<file path="config.mk">
export PLATFORM = sky130hd
export DESIGN_NAME = serreg_slave
export DESIGN_NICKNAME = d
export VERILOG_FILES = /design/src/rtl/serreg_pkg.sv /design/src/rtl/serreg_sync.sv /design/src/rtl/serreg_snap.sv /design/src/rtl/serreg_slave.sv
export SDC_FILE = /design/constraint.sdc
export NUM_CORES = 1
export LEC_CHECK = 0
export BUFFER_PORTS_ARGS = -buffer_cell sky130_fd_sc_hd__buf_2
export CAP_MARGIN = 20
export CORE_AREA = 3 3 138 140
export CTS_BUF_LIST = sky130_fd_sc_hd__clkbuf_4
export DETAILED_ROUTE_END_ITERATION = 10
export DIE_AREA = 0 0 141 143
export GPL_TIMING_DRIVEN = 0
export SLEW_MARGIN = 40
export SYNTH_ARGS = -nofsm -noshare
export SYNTH_HDL_FRONTEND = slang
export SYNTH_SLANG_ARGS = --single-unit
export TNS_END_PERCENT = 10
</file>
<file path="constraint.sdc">
create_clock -name clk -period 2.5 [get_ports clk]
set_clock_uncertainty 0.15 [all_clocks]
set_input_delay 0.5 -clock clk [delete_from_list [all_inputs] [get_ports clk]]
set_output_delay 0.5 -clock clk [all_outputs]
set_load 0.005 [all_outputs]
</file>
<file path="src/rtl/serreg_pkg.sv">
package serreg_pkg;

   typedef enum logic {
      PORT_CMD    = 1'b0,
      PORT_STREAM = 1'b1
   } port_mode_e;

endpackage

</file>
<file path="src/rtl/serreg_sync.sv">
module serreg_sync #(
   parameter int               WIDTH   = 3,
   parameter int               STAGES  = 2,
   parameter logic [WIDTH-1:0] RST_VAL = '0
) (
   input  logic             clk,
   input  logic             rst_n,
   input  logic [WIDTH-1:0] d,
   output logic [WIDTH-1:0] q
);

   for (genvar b = 0; b < WIDTH; b++) begin : g_bit
      logic [STAGES-1:0] chain;
      always_ff @(posedge clk or negedge rst_n) begin
         if (!rst_n) chain <= {STAGES{RST_VAL[b]}};
         else        chain <= {chain[STAGES-2:0], d[b]};
      end
      assign q[b] = chain[STAGES-1];
   end

endmodule

</file>
<file path="src/rtl/serreg_snap.sv">
module serreg_snap #(
   parameter int DATA_W     = 8,
   parameter int ADDR_W     = 7,
   parameter int BURST_LEN  = 7,
   parameter int BURST_BASE = 2,
   localparam int IDX_W     = $clog2(BURST_LEN + 1)
) (
   input  logic              clk,
   input  logic              rst_n,
   input  logic              clear,
   input  logic              start,
   input  logic [DATA_W-1:0] rd_data,
   output logic              cap_on,
   output logic              cap_first,
   output logic [ADDR_W-1:0] cap_addr,
   input  logic [IDX_W-1:0]  sel,
   output logic [DATA_W-1:0] sel_byte
);

   logic [IDX_W-1:0]  idx_q;
   logic              on_q;
   logic [DATA_W-1:0] snap_q [BURST_LEN];

   always_ff @(posedge clk or negedge rst_n) begin
      if (!rst_n) begin
         on_q  <= 1'b0;
         idx_q <= '0;
      end else if (clear) begin
         on_q  <= 1'b0;
         idx_q <= '0;
      end else if (start) begin
         on_q  <= 1'b1;
         idx_q <= '0;
      end else if (on_q) begin
         if (idx_q == IDX_W'(BURST_LEN - 1)) on_q <= 1'b0;
         idx_q <= idx_q + 1'b1;
      end
   end

   always_ff @(posedge clk or negedge rst_n) begin
      if (!rst_n) begin
         for (int k = 0; k < BURST_LEN; k++) snap_q[k] <= '0;
      end else begin
         for (int k = 0; k < BURST_LEN; k++)
            if (on_q && idx_q == IDX_W'(k)) snap_q[k] <= rd_data;
      end
   end

   always_comb begin
      sel_byte = '0;
      for (int k = 0; k < BURST_LEN; k++)
         if (sel == IDX_W'(k)) sel_byte = snap_q[k];
   end

   assign cap_on    = on_q;
   assign cap_first = on_q && (idx_q == '0);
   assign cap_addr  = ADDR_W'(BURST_BASE) + ADDR_W'(idx_q);

endmodule

</file>
<file path="src/rtl/serreg_slave.sv">
module serreg_slave
   import serreg_pkg::*;
#(
   parameter int ADDR_W      = 7,
   parameter int DATA_W      = 8,
   parameter int SYNC_STAGES = 2,
   parameter int BURST_ADDR  = 'h42,
   parameter int BURST_BASE  = 'h02,
   parameter int BURST_LEN   = 7
) (
   input  logic              clk,
   input  logic              rst_n,
   input  logic              spi_cs_n,
   input  logic              spi_sclk,
   input  logic              spi_mosi,
   output logic              spi_miso,
   output logic              spi_miso_oe,
   output logic [ADDR_W-1:0] reg_wr_addr,
   output logic [DATA_W-1:0] reg_wr_data,
   output logic              reg_wr_stb,
   output logic [ADDR_W-1:0] reg_rd_addr,
   output logic              reg_rd_stb,
   input  logic [DATA_W-1:0] reg_rd_data
);

   localparam int CNT_W  = $clog2(2 * DATA_W);
   localparam int BYTE_W = $clog2(DATA_W);
   localparam int IDX_W  = $clog2(BURST_LEN + 1);

   if (SYNC_STAGES < 2) begin : g_bad_sync
      $error("SYNC_STAGES must be 2 or more");
   end
   if (ADDR_W + 1 != DATA_W) begin : g_bad_width
      $error("address plus direction bit must fill one data byte");
   end
   if ((1 << BYTE_W) != DATA_W) begin : g_bad_pow2
      $error("DATA_W must be a power of two");
   end
   if (BURST_BASE + BURST_LEN > (1 << ADDR_W)) begin : g_bad_burst
      $error("streamed register run leaves the address space");
   end

   // input synchronizers: {cs_n, sclk, mosi}
   logic cs_n_s, sclk_s, mosi_s;
   serreg_sync #(.WIDTH(3), .STAGES(SYNC_STAGES), .RST_VAL(3'b110)) u_sync (
      .clk   (clk),
      .rst_n (rst_n),
      .d     ({spi_cs_n, spi_sclk, spi_mosi}),
      .q     ({cs_n_s, sclk_s, mosi_s})
   );

   logic sclk_q;
   always_ff @(posedge clk or negedge rst_n) begin
      if (!rst_n) sclk_q <= 1'b1;
      else        sclk_q <= sclk_s;
   end

   logic sclk_rise, sclk_fall;
   assign sclk_rise = !cs_n_s &&  sclk_s && !sclk_q;
   assign sclk_fall = !cs_n_s && !sclk_s &&  sclk_q;

   port_mode_e        mode_q;
   logic [CNT_W-1:0]  cnt_q;
   logic [DATA_W-2:0] sh_q;
   logic              dir_wr_q;
   logic [ADDR_W-1:0] addr_q;
   logic [DATA_W-1:0] tx_q;
   logic              miso_q;
   logic [IDX_W-1:0]  byte_idx_q;
   logic              wr_stb_q;
   logic [ADDR_W-1:0] wr_addr_q;
   logic [DATA_W-1:0] wr_data_q;

   logic [DATA_W-1:0] byte_in;
   logic [ADDR_W-1:0] hdr_addr;
   logic              hdr_read, addr_done, data_done, burst_go, single_rd;
   logic              stream_adv, in_stream;

   assign in_stream  = (mode_q == PORT_STREAM);
   assign byte_in    = {sh_q, mosi_s};
   assign hdr_addr   = byte_in[ADDR_W-1:0];
   assign hdr_read   = !byte_in[DATA_W-1];
   assign addr_done  = sclk_rise && !in_stream && (cnt_q == CNT_W'(DATA_W - 1));
   assign data_done  = sclk_rise && !in_stream && (cnt_q == CNT_W'(2 * DATA_W - 1));
   assign burst_go   = addr_done && hdr_read && (hdr_addr == ADDR_W'(BURST_ADDR));
   assign single_rd  = addr_done && hdr_read && !burst_go;
   assign stream_adv = sclk_rise && in_stream && (&cnt_q[BYTE_W-1:0]);

   // snapshot of streamed status registers
   logic              cap_on, cap_first;
   logic [ADDR_W-1:0] cap_addr;
   logic [IDX_W-1:0]  nxt_idx;
   logic [DATA_W-1:0] nxt_byte;

   assign nxt_idx = (byte_idx_q == IDX_W'(BURST_LEN)) ? byte_idx_q : byte_idx_q + 1'b1;

   serreg_snap #(
      .DATA_W     (DATA_W),
      .ADDR_W     (ADDR_W),
      .BURST_LEN  (BURST_LEN),
      .BURST_BASE (BURST_BASE)
   ) u_snap (
      .clk       (clk),
      .rst_n     (rst_n),
      .clear     (cs_n_s),
      .start     (burst_go),
      .rd_data   (reg_rd_data),
      .cap_on    (cap_on),
      .cap_first (cap_first),
      .cap_addr  (cap_addr),
      .sel       (nxt_idx),
      .sel_byte  (nxt_byte)
   );

   always_ff @(posedge clk or negedge rst_n) begin
      if (!rst_n) begin
         mode_q     <= PORT_CMD;
         cnt_q      <= '0;
         sh_q       <= '0;
         dir_wr_q   <= 1'b0;
         addr_q     <= '0;
         tx_q       <= '0;
         miso_q     <= 1'b0;
         byte_idx_q <= '0;
         wr_stb_q   <= 1'b0;
         wr_addr_q  <= '0;
         wr_data_q  <= '0;
      end else if (cs_n_s) begin
         mode_q     <= PORT_CMD;
         cnt_q      <= '0;
         sh_q       <= '0;
         dir_wr_q   <= 1'b0;
         tx_q       <= '0;
         miso_q     <= 1'b0;
         byte_idx_q <= '0;
         wr_stb_q   <= 1'b0;
      end else begin
         wr_stb_q <= 1'b0;
         if (sclk_rise) begin
            sh_q  <= byte_in[DATA_W-2:0];
            cnt_q <= cnt_q + 1'b1;
         end
         if (addr_done) begin
            dir_wr_q <= byte_in[DATA_W-1];
            addr_q   <= hdr_addr;
            if (burst_go)      mode_q <= PORT_STREAM;
            else if (hdr_read) tx_q   <= reg_rd_data;
         end
         if (data_done && dir_wr_q) begin
            wr_stb_q  <= 1'b1;
            wr_addr_q <= addr_q;
            wr_data_q <= byte_in;
         end
         if (cap_first) tx_q <= reg_rd_data;
         if (stream_adv) begin
            tx_q       <= nxt_byte;
            byte_idx_q <= nxt_idx;
         end
         if (sclk_fall) begin
            miso_q <= tx_q[DATA_W-1];
            tx_q   <= {tx_q[DATA_W-2:0], 1'b0};
         end
      end
   end

   assign spi_miso    = miso_q;
   assign spi_miso_oe = !cs_n_s;
   assign reg_wr_stb  = wr_stb_q;
   assign reg_wr_addr = wr_addr_q;
   assign reg_wr_data = wr_data_q;
   assign reg_rd_stb  = single_rd || cap_on;
   assign reg_rd_addr = cap_on ? cap_addr : hdr_addr;

endmodule

</file>
==> impl_metrics.py <==
metrics = {
    "worst_setup_path": {
        "crit_path_end_kind": "output port",
        "cp-startpoint": "u_sync.g_bit[1].chain[1]",
        "r2r_setup_slack_ps": 100,
        "crit_slowest_cell": "dfstp_2",
        "cp_slowest_stage_delay_ps": 580,
        "rr_worst_depth": 6,
        "crit_fanout": 4,
        "crit_family": "flip-flops",
        "cp.arrival_ps": 2110,
        "path_cells": "nand2b_4, or4_4, buf_8, o31ai_4, buf_2",
        "path_class": "reg2out",
        "start_kind": "register",
        "rr_endpoint": "u_snap.idx_q[2]",
        "reg2reg_from": "u_sync.g_bit[1].chain[1]",
        "crit_buf_inv": 2,
        "required_ps": 1850,
    },
    "die": {
        "dieWidth_um": 141,
        "rows": 49,
        "initial_core_util": 0.296,
        "io_pins": 39,
        "core_area_um2": 18000,
        "die_h_um": 143,
        "die_area_um2": 20200,
    },
    "synth": {
        "async_reset_ff_frac": 1.00,
        "synth_top_area_frac": 0.518,
        "muxShareOfSynthArea": 0.152,
        "synth-xor-area-share": 0.00660,
        "synth-simple-area-share": 0.151,
        "yosysMostFrequentCell": "dfrtp_1",
        "yosys_warnings": 0,
        "synth_enable_flop_cells": 0,
        "synth_top_family_by_area": "multiplexers",
        "synthesis.area_um2": 5310,
        "syn_inst": 470,
        "avgSynthCellArea_um2": 11.3,
        "synth_compound_area_frac": 0.0973,
        "synth_fa_ha_area_frac": 0.0259,
        "synth-seq-cells": 115,
        "synth_ff_type": "dfrtp_1",
        "synthDistinctLibCells": 46,
        "synthTopCellsByArea": "dfrtp_1, mux2_2, nand2_1, ha_1, dfstp_2",
        "yosys.area.top_type": "dfrtp_1",
        "yosys-top-cells-count": "dfrtp_1, nand2_1, mux2_2",
        "yosysSeqAreaShare": 0.543,
        "synth_fp_nets": 494,
    },
    "worst_hold_path": {
        "hold_path_class": "in2reg",
        "min_to": "u_snap.snap_q[40]",
        "worstHoldPathCells": 2,
        "hp-start": "reg_rd_data[0]",
    },
    "sta": {
        "worst_slew_pin_slew_ps": 602,
        "fin_crit_sh": 1.11,
        "fin_crit_ps": 2760,
        "hold_violations": 0,
        "rsz0062_at_grt": "yes",
        "max_freq_mhz": 362,
        "setup_viol": 1,
        "timing.hold.ws_ps": 167,
        "slew_headroom": 0.598,
        "setup_ws_ps": -263,
        "report.final.slew_viol_count": 0,
        "setup-tns-final_ps": -263,
    },
    "route": {
        "remaining_drc_errors": 0,
        "postRouteAntennaNets": 0,
        "vias": 3923,
        "drt-total-wl_um": 13000,
        "drt_iter0_markers": 222,
        "dr.pass1.iters": 4,
        "post_drt_wl_per_cell_um": 16.6,
        "routed_via_density": 4.99,
    },
    "global_routing": {
        "grt_overflow": 0,
        "grt_start_max_net_pins": 60,
        "antenna_found_initial": 0,
        "grt_pass1_vias": 3966,
        "grt_pass1_wl_um": 21000,
        "grt_util_all_layers": 0.132,
    },
    "power": {
        "vdd_drop_max_mv": 0.343,
        "power_density_nw_per_um2": 550,
        "leakage_nw": 2.86,
    },
    "place": {
        "portBuffers": 38,
        "placed_cells": 738,
        "placed_cell_area_um2": 5830,
        "dp_hpwl_um": 8860,
        "gp_congestion": 0.824,
    },
    "layout": {
        "finish.instance_area_um2": 6380,
        "fin_nets": 568,
        "syn2layout_area_growth_pct": 20.1,
        "diodes": 0,
        "drive_gt1_frac": 0.350,
        "finalNonFillerCells": 786,
    },
    "clock_tree": {
        "cts.sink_count": 115,
        "clock_latency_ps": 520,
        "cts_tree": "done",
        "path_clk_slew_ps": 110,
        "cts_root_buf": "clkbuf_4",
        "cts_made_buffers": 17,
        "clk_path_buf_depth": 2,
        "htreeDepth": 4,
    },
    "run": {
        "maxCapViolations": 0,
    },
    "run_status": {
        "outcome": "complete, but fails checks",
        "violations": "setup timing",
    },
}
-- power breakdown --
group | leakage [nW] | switching, mW | internal (mW)
Sequential | 1.45 | 0.0390 | 1.92
Clock | 0.138 | 0.742 | 0.596
Combinational | 1.27 | 0.109 | 0.0974
Total | 2.86 | 0.890 | 2.62
-- how the worst max path moves through the flow --
| stage | to | cells past startpoint | slack, ps |
|---|---|---|---|
| final | reg_rd_stb | 5 | -260 |
| after global routing | reg_rd_stb | 5 | -370 |
| after CTS | reg_rd_stb | 6 | -320 |
| after detailed placement | tx_q[6] | 8 | -750 |
| after global placement | tx_q[6] | 8 | -640 |
| after floorplan | tx_q[1] | 8 | 20 |
-- cells by family after synthesis --
kind of cell	after synthesis
compound gates	66
xor+xnor	4
fa+ha+maj	11
buf+inv	31
flops	115
mux	72
simple gates	171
-- metrics by stage --
stage | utilization | worst slack, ps | total power [mW]
floorplan | - | 16.6 | 2.09
global placement | 0.322 | -643 | 2.18
detailed placement | 0.325 | -750 | 2.19
CTS | 0.347 | -320 | 3.54
global route | 0.355 | -374 | 3.67
finish | 0.355 | -263 | 3.51
-- cells in the final DEF (no fill, tap or decap), types with 5 or more instances in the layout --
master | synthesis | layout
a21oi_1 | 19 | 18
dfrtp_1 | 110 | 109
o2111ai_1 | 7 | 7
clkbuf_4 | 0 | 20
ha_1 | 11 | 9
nor2_1 | 11 | 10
buf_2 | 3 | 39
mux2_2 | 68 | 68
o22ai_1 | 8 | 7
nand2_1 | 97 | 95
o221a_2 | 7 | 7
nand3_1 | 19 | 18
clkinvlp_4 | 0 | 5
clkbuf_1 | 14 | 6
a32o_1 | 7 | 7
nor2b_1 | 6 | 6
buf_4 | 0 | 16
and2_1 | 7 | 7
o221ai_1 | 7 | 7
dfstp_2 | 5 | 5
inv_1 | 10 | 10
nand2b_1 | 11 | 10
-- flip-flops by register name, summed over array words and instances (netlist names), 4 cells and up --
register and cells:
u_sync.g_bit.chain 6, sh_q 7, tx_q 8, cnt_q 4, u_snap.snap_q 56, reg_wr_data 8, reg_wr_addr 7, addr_q 7
-- worst reg2reg max path, cell delays in order, from the launching register on --
cell	delay, ps
dfstp_2	580
nand2b_4	70
or4_4	500
buf_8	140
buf_4	170
nor3b_1	500
a2111oi_0	160
-- layout make-up --
type | count | area (µm²)
buffer | 18 | 97.6
multi-input combinational | 324 | 2420
clock buffer | 18 | 135
fill | 1809 | 11600
timing repair buffer | 58 | 380
sequential | 115 | 2890
inverter | 10 | 37.5
tap | 229 | 287
clock inverter | 14 | 139
-- what timing repair did --
item / in CTS / in global routing
buffers inserted: 5 / 10
endpoints found under the hold margin: 54 / 0
endpoints found under the setup margin: 12 / 26
pin swaps: 3 / 3
gates resized for setup: 15 / 29
hold buffers: 4 / 0
-- metal layers --
metal,global-route usage,vias up,wire length (µm)
met4,0.0393,0,151
met3,0.0342,13,646
met1,0.175,1989,6040
met5,0,-,0
li1,-,1832,-
met2,0.212,89,6180
No activity file was read; power rests on OpenSTA's default activity.
